File: config.mk
export PLATFORM = sky130hd
export DESIGN_NAME = fb_scanout
export DESIGN_NICKNAME = d
export VERILOG_FILES = /design/src/rtl/fbs_pkg.sv /design/src/rtl/fbs_timing.sv /design/src/rtl/fbs_rowaddr.sv /design/src/rtl/fbs_shifter.sv /design/src/rtl/fb_scanout.sv
export SDC_FILE = /design/constraint.sdc
export NUM_CORES = 1
export LEC_CHECK = 0
export ABC_AREA = 1
export CAP_MARGIN = 10
export CORE_MARGIN = 4
export CORE_UTILIZATION = 55
export DETAILED_ROUTE_END_ITERATION = 10
export GPL_TIMING_DRIVEN = 0
export PLACE_DENSITY = 0.8
export REMOVE_ABC_BUFFERS = 1
export SETUP_SLACK_MARGIN = 0.1
export SLEW_MARGIN = 25
export SYNTH_ARGS = -nofsm -noshare
export SYNTH_HDL_FRONTEND = slang
export SYNTH_SLANG_ARGS = --single-unit
export TNS_END_PERCENT = 1
File: constraint.sdc
create_clock -name clk -period 3.25 [get_ports clk]
set_input_delay 0.975 -clock clk [delete_from_list [all_inputs] [get_ports clk]]
set_output_delay 0.975 -clock clk [all_outputs]
set_load 0.02 [all_outputs]
File: src/rtl/fbs_pkg.sv
`timescale 1ns/1ps
package fbs_pkg;

  // Words fetched per line: one word more than the visible width needs
  // when the width is a whole number of words.
  function automatic int words_per_line(input int fb_width, input int word_w);
    int bytes_per_word;
    bytes_per_word = word_w / 8;
    return ((fb_width / 8) + bytes_per_word) / bytes_per_word;
  endfunction

endpackage

File: src/rtl/fbs_timing.sv
`timescale 1ns/1ps
module fbs_timing #(
  parameter int H_TOTAL  = 800,
  parameter int HS_START = 656,
  parameter int HS_END   = 720,
  parameter int V_TOTAL  = 497,
  parameter int VS_START = 481,
  parameter int VS_END   = 484,
  parameter int HC_W     = $clog2(H_TOTAL),
  parameter int VC_W     = $clog2(V_TOTAL)
) (
  input  logic            clk,
  input  logic            rst_n,
  input  logic            en,
  input  logic            pix_en,
  output logic [HC_W-1:0] h_cnt,
  output logic [VC_W-1:0] v_cnt,
  output logic            adv,
  output logic            line_end,
  output logic            hsync_n,
  output logic            vsync_n
);

  localparam logic [HC_W-1:0] H_LAST = HC_W'(H_TOTAL - 1);
  localparam logic [VC_W-1:0] V_LAST = VC_W'(V_TOTAL - 1);
  localparam logic [HC_W-1:0] HS_A   = HC_W'(HS_START);
  localparam logic [HC_W-1:0] HS_B   = HC_W'(HS_END);
  localparam logic [VC_W-1:0] VS_A   = VC_W'(VS_START);
  localparam logic [VC_W-1:0] VS_B   = VC_W'(VS_END);

  logic [HC_W-1:0] h_nxt;
  logic [VC_W-1:0] v_nxt;
  logic            hs_nxt;
  logic            vs_nxt;

  always_comb begin
    adv      = en & pix_en;
    line_end = adv && (h_cnt == H_LAST);
  end

  always_comb begin
    h_nxt  = h_cnt;
    v_nxt  = v_cnt;
    hs_nxt = hsync_n;
    vs_nxt = vsync_n;
    if (!en) begin
      h_nxt  = '0;
      v_nxt  = '0;
      hs_nxt = 1'b1;
      vs_nxt = 1'b1;
    end else if (pix_en) begin
      // outputs describe the slot the counters point at before the step
      hs_nxt = !((h_cnt >= HS_A) && (h_cnt < HS_B));
      vs_nxt = !((v_cnt >= VS_A) && (v_cnt < VS_B));
      if (h_cnt == H_LAST) begin
        h_nxt = '0;
        v_nxt = (v_cnt == V_LAST) ? '0 : v_cnt + 1'b1;
      end else begin
        h_nxt = h_cnt + 1'b1;
      end
    end
  end

  always_ff @(posedge clk or negedge rst_n) begin
    if (!rst_n) begin
      h_cnt   <= '0;
      v_cnt   <= '0;
      hsync_n <= 1'b1;
      vsync_n <= 1'b1;
    end else begin
      h_cnt   <= h_nxt;
      v_cnt   <= v_nxt;
      hsync_n <= hs_nxt;
      vsync_n <= vs_nxt;
    end
  end

endmodule

File: src/rtl/fbs_rowaddr.sv
`timescale 1ns/1ps
module fbs_rowaddr #(
  parameter int ADDR_W     = 16,
  parameter int HC_W       = 10,
  parameter int VC_W       = 9,
  parameter int WIN_LINES  = 480,
  parameter int SCAN_START = 90,
  parameter int WORDS      = 21,
  parameter int WORD_W     = 16
) (
  input  logic              clk,
  input  logic              rst_n,
  input  logic              en,
  input  logic              adv,
  input  logic              line_end,
  input  logic [HC_W-1:0]   h_cnt,
  input  logic [VC_W-1:0]   v_cnt,
  input  logic [VC_W-1:0]   v_start,
  input  logic [ADDR_W-1:0] fb_base,
  input  logic [ADDR_W-1:0] fb_stride,
  output logic [ADDR_W-1:0] mem_addr,
  output logic              in_win,
  output logic              load_word
);

  localparam int WW         = VC_W + 2;
  localparam int BIT_W      = $clog2(WORD_W);
  localparam int LOAD_FIRST = SCAN_START - 1;
  localparam int LOAD_END   = LOAD_FIRST + WORDS * WORD_W;
  localparam logic [HC_W-1:0]  LF_H  = HC_W'(LOAD_FIRST);
  localparam logic [HC_W-1:0]  LE_H  = HC_W'(LOAD_END);
  localparam logic [BIT_W-1:0] LF_LO = BIT_W'(LOAD_FIRST);

  logic [WW-1:0]     v_ext;
  logic [WW-1:0]     s_ext;
  logic [WW-1:0]     e_ext;
  logic              odd_line;
  logic [BIT_W-1:0]  rel_lo;
  logic [ADDR_W-1:0] row_ptr;
  logic [ADDR_W-1:0] row_nxt;
  logic [ADDR_W-1:0] addr_nxt;

  // vertical window decode, widened so start + length cannot wrap
  always_comb begin
    v_ext    = WW'(v_cnt);
    s_ext    = WW'(v_start);
    e_ext    = s_ext + WW'(WIN_LINES);
    in_win   = (v_ext >= s_ext) && (v_ext < e_ext);
    odd_line = v_cnt[0] ^ v_start[0];
  end

  // one word capture every WORD_W slots, one slot ahead of its first pixel
  always_comb begin
    rel_lo    = h_cnt[BIT_W-1:0] - LF_LO;
    load_word = adv && (h_cnt >= LF_H) && (h_cnt < LE_H) && (rel_lo == '0);
  end

  always_comb begin
    row_nxt  = row_ptr;
    addr_nxt = mem_addr;
    if (!en) begin
      row_nxt  = fb_base;
      addr_nxt = fb_base;
    end else if (line_end) begin
      if (!in_win)
        row_nxt = fb_base;
      else if (odd_line)
        row_nxt = row_ptr + fb_stride;
      addr_nxt = row_nxt;
    end else if (load_word) begin
      addr_nxt = mem_addr + 1'b1;
    end
  end

  always_ff @(posedge clk or negedge rst_n) begin
    if (!rst_n) begin
      row_ptr  <= '0;
      mem_addr <= '0;
    end else begin
      row_ptr  <= row_nxt;
      mem_addr <= addr_nxt;
    end
  end

endmodule

File: src/rtl/fbs_shifter.sv
`timescale 1ns/1ps
module fbs_shifter #(
  parameter int WORD_W     = 16,
  parameter int HC_W       = 10,
  parameter int SCAN_START = 90,
  parameter int SCAN_BITS  = 336
) (
  input  logic              clk,
  input  logic              rst_n,
  input  logic              en,
  input  logic              adv,
  input  logic              load_word,
  input  logic [HC_W-1:0]   h_cnt,
  input  logic              in_win,
  input  logic [WORD_W-1:0] rd_data,
  output logic              video
);

  localparam logic [HC_W-1:0] SC_A = HC_W'(SCAN_START);
  localparam logic [HC_W-1:0] SC_B = HC_W'(SCAN_START + SCAN_BITS);

  logic [WORD_W-1:0] shreg;
  logic [WORD_W-1:0] shreg_nxt;
  logic              video_nxt;
  logic              in_scan;

  always_comb begin
    in_scan   = (h_cnt >= SC_A) && (h_cnt < SC_B);
    shreg_nxt = shreg;
    video_nxt = video;
    if (!en) begin
      shreg_nxt = '0;
      video_nxt = 1'b0;
    end else if (adv) begin
      video_nxt = in_scan && in_win && shreg[0];
      shreg_nxt = load_word ? rd_data : {1'b0, shreg[WORD_W-1:1]};
    end
  end

  always_ff @(posedge clk or negedge rst_n) begin
    if (!rst_n) begin
      shreg <= '0;
      video <= 1'b0;
    end else begin
      shreg <= shreg_nxt;
      video <= video_nxt;
    end
  end

endmodule

File: src/rtl/fb_scanout.sv
`timescale 1ns/1ps
module fb_scanout #(
  parameter int FB_WIDTH   = 320,
  parameter int FB_HEIGHT  = 240,
  parameter int WORD_W     = 16,
  parameter int ADDR_W     = 16,
  parameter int H_ACTIVE   = 640,
  parameter int HS_START   = 656,
  parameter int HS_END     = 720,
  parameter int H_TOTAL    = 800,
  parameter int V_ACTIVE   = 480,
  parameter int VS_START   = 481,
  parameter int VS_END     = 484,
  parameter int V_TOTAL    = 497,
  parameter int SCAN_START = 90,
  localparam int HC_W      = $clog2(H_TOTAL),
  localparam int VC_W      = $clog2(V_TOTAL)
) (
  input  logic              clk,
  input  logic              rst_n,
  input  logic              en,
  input  logic              pix_en,
  input  logic [VC_W-1:0]   v_start,
  input  logic [ADDR_W-1:0] fb_base,
  input  logic [ADDR_W-1:0] fb_stride,
  output logic [ADDR_W-1:0] mem_addr,
  input  logic [WORD_W-1:0] mem_rdata,
  output logic              hsync_n,
  output logic              vsync_n,
  output logic              video
);

  localparam int WORDS     = fbs_pkg::words_per_line(FB_WIDTH, WORD_W);
  localparam int SCAN_BITS = WORDS * WORD_W;
  localparam int WIN_LINES = 2 * FB_HEIGHT;

  generate
    if (SCAN_START < 2)
      begin : g_bad_start  $error("scan start must leave two slots for the first fetch"); end
    if (SCAN_START + SCAN_BITS > H_ACTIVE)
      begin : g_bad_width  $error("scan interval exceeds the active width"); end
    if (H_ACTIVE > HS_START || HS_START >= HS_END || HS_END > H_TOTAL)
      begin : g_bad_htime  $error("horizontal timing out of order"); end
    if (V_ACTIVE > VS_START || VS_START >= VS_END || VS_END > V_TOTAL)
      begin : g_bad_vtime  $error("vertical timing out of order"); end
    if (WIN_LINES > V_TOTAL)
      begin : g_bad_window $error("window longer than a frame"); end
    if ((WORD_W % 8) != 0 || (1 << $clog2(WORD_W)) != WORD_W)
      begin : g_bad_word   $error("word width must be a power of two of whole bytes"); end
  endgenerate

  logic [HC_W-1:0] h_cnt;
  logic [VC_W-1:0] v_cnt;
  logic            adv;
  logic            line_end;
  logic            in_win;
  logic            load_word;

  fbs_timing #(
    .H_TOTAL (H_TOTAL),  .HS_START(HS_START), .HS_END(HS_END),
    .V_TOTAL (V_TOTAL),  .VS_START(VS_START), .VS_END(VS_END),
    .HC_W    (HC_W),     .VC_W    (VC_W)
  ) u_timing (
    .clk      (clk),
    .rst_n    (rst_n),
    .en       (en),
    .pix_en   (pix_en),
    .h_cnt    (h_cnt),
    .v_cnt    (v_cnt),
    .adv      (adv),
    .line_end (line_end),
    .hsync_n  (hsync_n),
    .vsync_n  (vsync_n)
  );

  fbs_rowaddr #(
    .ADDR_W    (ADDR_W),    .HC_W  (HC_W),  .VC_W  (VC_W),
    .WIN_LINES (WIN_LINES), .SCAN_START(SCAN_START),
    .WORDS     (WORDS),     .WORD_W(WORD_W)
  ) u_rowaddr (
    .clk       (clk),
    .rst_n     (rst_n),
    .en        (en),
    .adv       (adv),
    .line_end  (line_end),
    .h_cnt     (h_cnt),
    .v_cnt     (v_cnt),
    .v_start   (v_start),
    .fb_base   (fb_base),
    .fb_stride (fb_stride),
    .mem_addr  (mem_addr),
    .in_win    (in_win),
    .load_word (load_word)
  );

  fbs_shifter #(
    .WORD_W    (WORD_W),    .HC_W(HC_W),
    .SCAN_START(SCAN_START), .SCAN_BITS(SCAN_BITS)
  ) u_shifter (
    .clk       (clk),
    .rst_n     (rst_n),
    .en        (en),
    .adv       (adv),
    .load_word (load_word),
    .h_cnt     (h_cnt),
    .in_win    (in_win),
    .rd_data   (mem_rdata),
    .video     (video)
  );

endmodule

==> qor.yml, run 1 <==
pwr:
  power.leakage_nw: 3.34
  irDropWorstVdd_uv: 249
  power_density_nw_per_um2: 343
floorplan:
  rows: 37
  core_um2: 10400
  fp.dieH_um: 111
  ios: 80
  start_util_pct: 56.6
  dieArea_um2: 12400
  dieWidth_um: 111
global_route:
  first_global_vias: 5530
  grtUsageTotal_pct: 23.9
  grt_max_degree: 52
  antenna_found_initial: 0
  overflow: 0
  grt_first_pass_wirelength_um: 25100
yosys:
  synth_cell_type_count: 44
  ys.flop_type: "dfrtp_1"
  synthesis.area_um2: 5870
  ys_seq_area_share_pct: 29.9
  ys_seq_elements: 70
  synthArstFlopShare_pct: 100
  synthCells: 904
  avgSynthCellArea_um2: 6.49
  synth_warnings: 0
  synth-edff-count: 0
cells_and_area:
  nets: 1075
  n_antenna_cell: 0
  fillCellCount: 981
  layout_commonest_cell: "nand2_1"
  multi_input_area_um2: 3550
  final-seq-area_um2: 1750
  drive_gt1_share_pct: 5.81
  final_cell_mix: "nand2_1, nor2_1, inv_1"
  postLayoutCoreUtil_pct: 67.6
  area_growth_pct: 19.5
drt:
  wirelength_um: 15200
  ant_nets: 0
  drc_errors: 0
  drtIter0Drc: 404
  wl_per_cell_um: 13.6
  first_pass_iters: 5
  vias: 6015
  vias_per_cell: 5.38
critical_path:
  worstSetupEndpointType: "flop"
  cp_top_family: "simple AND/OR/NAND/NOR gates"
  critPathBufInv: 1
  path_cells: "clkdlybuf4s50_1, nand2_4, nor2_2, nand4_1, nor2_1, nand3_2, a21oi_1, o21ai_1, o21ai_1"
  crit_end: "u_shifter.shreg[3]$_DFFE_PN0P_"
  cp_num_cells: 9
  crit_arrival_ps: 3270
  critPathMaxFanout: 20
  crit_start: "pix_en"
  max_stage_delay_ps: 590
  reg2reg_setup_slack_ps: 830
  worstSetupPathType: "in2reg"
  critPathMostFrequentCell: "o21ai_1"
  critPathLaunchType: "primary input"
  r2r_end: "u_rowaddr.mem_addr[7]$_DFFE_PN0P_"
  reg2reg_depth: 8
  required_ps: 3510
  r2r-start: "u_timing.v_cnt[0]$_DFFE_PN0P_"
  slowest_stage: "clkdlybuf4s50_1"
sta:
  worst_pin_slew_ps: 985
  period_share_pct: 92.6
  setup_violations: 0
  maxSlewHeadroom_pct: 34.3
  fin_crit_ps: 3010
  hold_violations: 0
  rsz0062_at_grt: "true"
  clock_skew_ps: 14.7
  maxSlewViolCount: 0
  fmax_ghz: 0.332
  fin_hold_ws_ps: 495
  timing.setup.tns_ps: 0
clocking:
  cts_root_buf: "clkbuf_8"
  cts_max_path_buffers: 2
  cts_tree: "done"
  cts_max_level: 3
  clk_pin_slew_ps: 70
  clkLatencyLatePin_ps: 350
  numCtsBuffers: 9
  cts_num_sinks: 70
job:
  drv_cap: 0
placed_design:
  gp_congestion: 0.939
  port_buffers: 79
  hpwl_um: 10800
hold_path:
  hold_start: "u_shifter.video$_DFFE_PN0P_"
  hold_class: "reg2reg"
status:
  status: "completed"
## synthesized netlist by cell type, types with 2 or more instances
cell type	count	area, um2
buf_6	3	33.8
xor2_1	8	70.1
buf_4	4	30.0
nor2_1	128	480
o22ai_1	3	18.8
nand3_1	71	355
nand4_1	8	50.1
inv_1	123	462
a21oi_1	97	485
nand3b_1	2	15.0
dfrtp_1	68	1700
or2_2	3	18.8
o21ai_1	10	50.1
nor2_4	2	22.5
clkbuf_1	11	41.3
a31oi_1	4	25.0
nor3_1	16	80.1
buf_1	2	7.51
o211ai_1	12	90.1
nand2_1	201	754
nor4_1	4	25.0
buf_2	9	45.0
xnor2_1	6	52.6
o21ai_0	45	225
inv_2	5	18.8
dfstp_2	2	52.6
ha_1	37	463
and2_1	3	18.8
nand2_2	2	12.5
## repair_timing
item | CTS | global route
pin swaps | 2 | 5
hold buffers | 0 | 0
resized for setup | 10 | 12
gates cloned | 1 | 2
endpoints found under the setup margin | 68 | 43
setup buffers | 5 | 2
## cell type report
cell class / count / area share, %
repair buffers: 87 / 12.4
multi-input cells: 679 / 50.7
well taps: 136 / 2.43
flip-flops and latches: 70 / 25.0
clock inverters: 4 / 0.321
clock buffers: 12 / 2.07
inverters: 129 / 7.08
## worst min path at each step
stage,endpoint,slack (ps),cells after the start
finish,u_shifter.video$_DFFE_PN0P_,490,2
global route,u_shifter.shreg[10]$_DFFE_PN0P_,520,1
CTS,u_shifter.video$_DFFE_PN0P_,490,2
detailed placement,u_shifter.video$_DFFE_PN0P_,480,2
global placement,u_shifter.video$_DFFE_PN0P_,470,2
floorplan,u_shifter.shreg[1]$_DFFE_PN0P_,490,2
## where the power goes
part,internal [mW],switching [mW]
Sequential,0.928,0.0721
Combinational,0.330,0.461
Clock,0.295,0.321
## worst min-delay path, delay by kind of cell, from the launching register on
kind / cells / cell delay, ps
AOI/OAI and AO/OA: 1 / 60
DFF: 1 / 350
and+or+nand+nor: 1 / 50
## stage by stage
stage	total power [mW]	std cells	instance area [um2]	setup slack, ps
detailed placement	1.78	1091	6700	-1690
floorplan	1.50	875	5710	430
global route	2.57	1117	7010	80.6
finish	2.41	1117	7010	240
CTS	2.40	1113	6940	79.4
global placement	1.77	1090	6670	-1670
## routing by layer
layer	share of wire, %	vias to the layer above	global-route usage [%]
li1	-	3095	-
met1	46	2722	33.0
met2	46	188	39.5
met3	6.8	10	4.80
met4	0.65	0	4.54
met5	0	-	0
## cell families after synthesis
group,Yosys count,synth area share [%]
and+or+nand+nor,448,32.8
AOI/OAI and AO/OA,176,16.1
buffers and inverters,158,11.0
DFF,70,29.9
adders and majority gates,38,8.23
xor gates and xnor gates,14,2.09
## sequential cells by signal (all words and copies together) (netlist names)
signal / cells
u_rowaddr.mem_addr: 16
u_timing.hsync_n: 1
u_timing.vsync_n: 1
u_shifter.shreg: 16
u_rowaddr.row_ptr: 16
u_shifter.video: 1
u_timing.v_cnt: 9
u_timing.h_cnt: 10
(Power assumes the default switching activity.)
==> inputs of run 2 (changes only) <==
CTS_CLUSTER_DIAMETER = 40   (was unset)
SLEW_MARGIN = 10   (was 25)
==> results of run 2 <==
The final DEF is identical to that of run 1; final timing and power are the same.
==> inputs of run 3 (changes only) <==
ABC_AREA = unset   (was 1)
PLACE_DENSITY = 0.85   (was 0.8)
SKIP_LAST_GASP = 1   (was unset)
==> run 3 against run 2 <==
- the run now ends with setup timing left
- first-iteration DRC count is 4.2% lower
- largest power group unchanged
- core utilization grew 6.0 points
- die area down 7.7%
==> qor.yml, run 3 <==
status:
  status: "finished with violations"
  violations: "setup timing"
global_route:
  grtUsageTotal_pct: 26.6
  grt_first_pass_wirelength_um: 24800
  antenna_found_initial: 0
  first_global_vias: 5248
  grt_max_degree: 52
  overflow: 0
yosys:
  ys_seq_area_share_pct: 32.6
  ys.flop_type: "dfrtp_1"
  synth_top_area_share_pct: 31.6
  synth-edff-count: 0
  avgSynthCellArea_um2: 8.48
  synth_cell_type_count: 75
  synthTopCellsByArea: "dfrtp_1, ha_1, a21oi_1"
  synthesis.area_um2: 5380
  synthCells: 635
  ys_seq_elements: 70
  yosysTopAreaCell: "dfrtp_1"
  ys_top_cells_by_count: "dfrtp_1, nor2_1, nand2_1"
  synthArstFlopShare_pct: 100
  synth_warnings: 0
  yosysMostFrequentCell: "dfrtp_1"
drt:
  drc_errors: 0
  vias: 5342
  vias_per_cell: 6.31
  wl_per_cell_um: 18.9
  wirelength_um: 16000
  first_pass_iters: 5
  ant_nets: 0
  drtIter0Drc: 387
critical_path:
  worstSetupPathType: "in2reg"
  crit_arrival_ps: 3540
  critPathMaxFanout: 3
  worstSetupEndpointType: "flop"
  r2r-start: "u_timing.h_cnt[1]$_DFFE_PN0P_"
  critPathLaunchType: "primary input"
  crit_start: "v_start[7]"
  required_ps: 3490
clocking:
  cts_max_path_buffers: 2
  hold_buffers: 0
  cts_num_sinks: 70
  numCtsBuffers: 9
  cts_tree: "done"
  clk_pin_slew_ps: 70
  clkLatencyLatePin_ps: 350
  cts_max_level: 3
  cts_root_buf: "clkbuf_8"
floorplan:
  fp.dieH_um: 107
  dieWidth_um: 107
  dieArea_um2: 11400
  start_util_pct: 57.4
  core_um2: 9370
  rows: 35
  ios: 80
pwr:
  power.leakage_nw: 2.90
  irDropWorstVdd_uv: 254
  power_density_nw_per_um2: 340
cells_and_area:
  nets: 812
  fillCellCount: 716
  fin_cells: 847
  postLayoutCoreUtil_pct: 73.6
  final-seq-area_um2: 1750
  multi_input_area_um2: 3690
  area_growth_pct: 28.1
  n_antenna_cell: 0
  final_cell_mix: "dfrtp_1, clkdlybuf4s50_1, nor2_1"
  reg_top3: "u_rowaddr.mem_addr (16), u_rowaddr.row_ptr (16), u_shifter.shreg (16)"
  layout_commonest_cell: "dfrtp_1"
  drive_gt1_share_pct: 16.7
sta:
  fmax_ghz: 0.303
  timing.setup.tns_ps: -48.4
  period_share_pct: 101
  layout_setup_ws_ps: -48.4
  hold_violations: 0
  setup_violations: 1
  clock_skew_ps: 7.69
  rsz0062_at_grt: "true"
  maxSlewViolCount: 0
  maxSlewHeadroom_pct: 40.4
  worst_pin_slew_ps: 885
  fin_crit_ps: 3300
placed_design:
  post-place-ws_ps: -1520
  hpwl_um: 10500
  dp_cells: 814
  port_buffers: 79
  gp_congestion: 0.880
job:
  drv_cap: 0
hold_path:
  hold_class: "in2async"
-- run 3: cell families after synthesis --
group	synth area share, %
simple gates	21.4
mux	2.46
compound gates	25.0
buf+inv	5.95
flops	32.6
xor+xnor	3.58
fa+ha+maj	8.97
-- run 3: timing repair --
action                                  CTS  global route
buffers inserted                         13             2
pin swaps                                19            26
gates resized for setup                  45            58
endpoints found under the setup margin   61            30
gates cloned                              2             0
-- run 3: area by class of cell --
type | count | share of cell area [%]
flip-flops and latches | 70 | 25.4
inverters | 31 | 1.69
clock buffers | 13 | 2.45
multi-input cells | 505 | 53.6
repair buffers | 96 | 13.9
well taps | 129 | 2.34
clock inverters | 3 | 0.617
-- run 3: per-stage QoR --
stage	hold WS (ps)	power, mW	instance area [um2]
final	504	2.34	6900
after global routing	515	2.46	6900
after CTS	507	2.30	6620
after detailed placement	501	1.54	6170
after global placement	489	1.51	6130
after floorplan	466	1.30	5180
-- run 3: per-layer routing --
metal	wire length, um	share of wire, %	up-vias	GRT usage, %
met2	7820	49	275	45.4
met3	1110	6.9	63	4.94
li1	-	-	2496	-
met4	710	4.4	0	13.0
met5	0	0	-	0
met1	6390	40	2508	32.4
-- run 3: report_power, final --
part	total [mW]	internal, mW	switching (mW)	leakage, nW
logic	0.630	0.296	0.334	1.89
clock network	0.742	0.417	0.325	0.106
registers	0.974	0.914	0.0598	0.896
total	2.34	1.63	0.719	2.90
-- run 3: path summary, 6_finish.rpt --
kind | slack (ps) | depth (start not counted) | end
max in group asynchronous | 2180 | 2 | u_timing.hsync_n$_DFFE_PN1P_
min in group clk | 520 | 1 | u_shifter.shreg[15]$_DFFE_PN0P_
setup / recovery | -50 | 13 | u_rowaddr.mem_addr[15]$_DFFE_PN0P_
hold / removal | 500 | 1 | u_shifter.shreg[14]$_DFFE_PN0P_
hold reg to reg | 520 | 1 | u_shifter.shreg[15]$_DFFE_PN0P_
setup reg to reg | 300 | 9 | u_rowaddr.mem_addr[15]$_DFFE_PN0P_
-- run 3: critical path, stage by stage --
cell,delay [ps]
dlygate4sd2_1,280
nor3_2,130
xnor2_1,140
ha_1,290
a21oi_2,210
nor2_2,110
nor4_4,400
buf_4,220
buf_4,120
o211ai_1,120
mux2i_1,250
a211oi_1,100
a21o_1,180
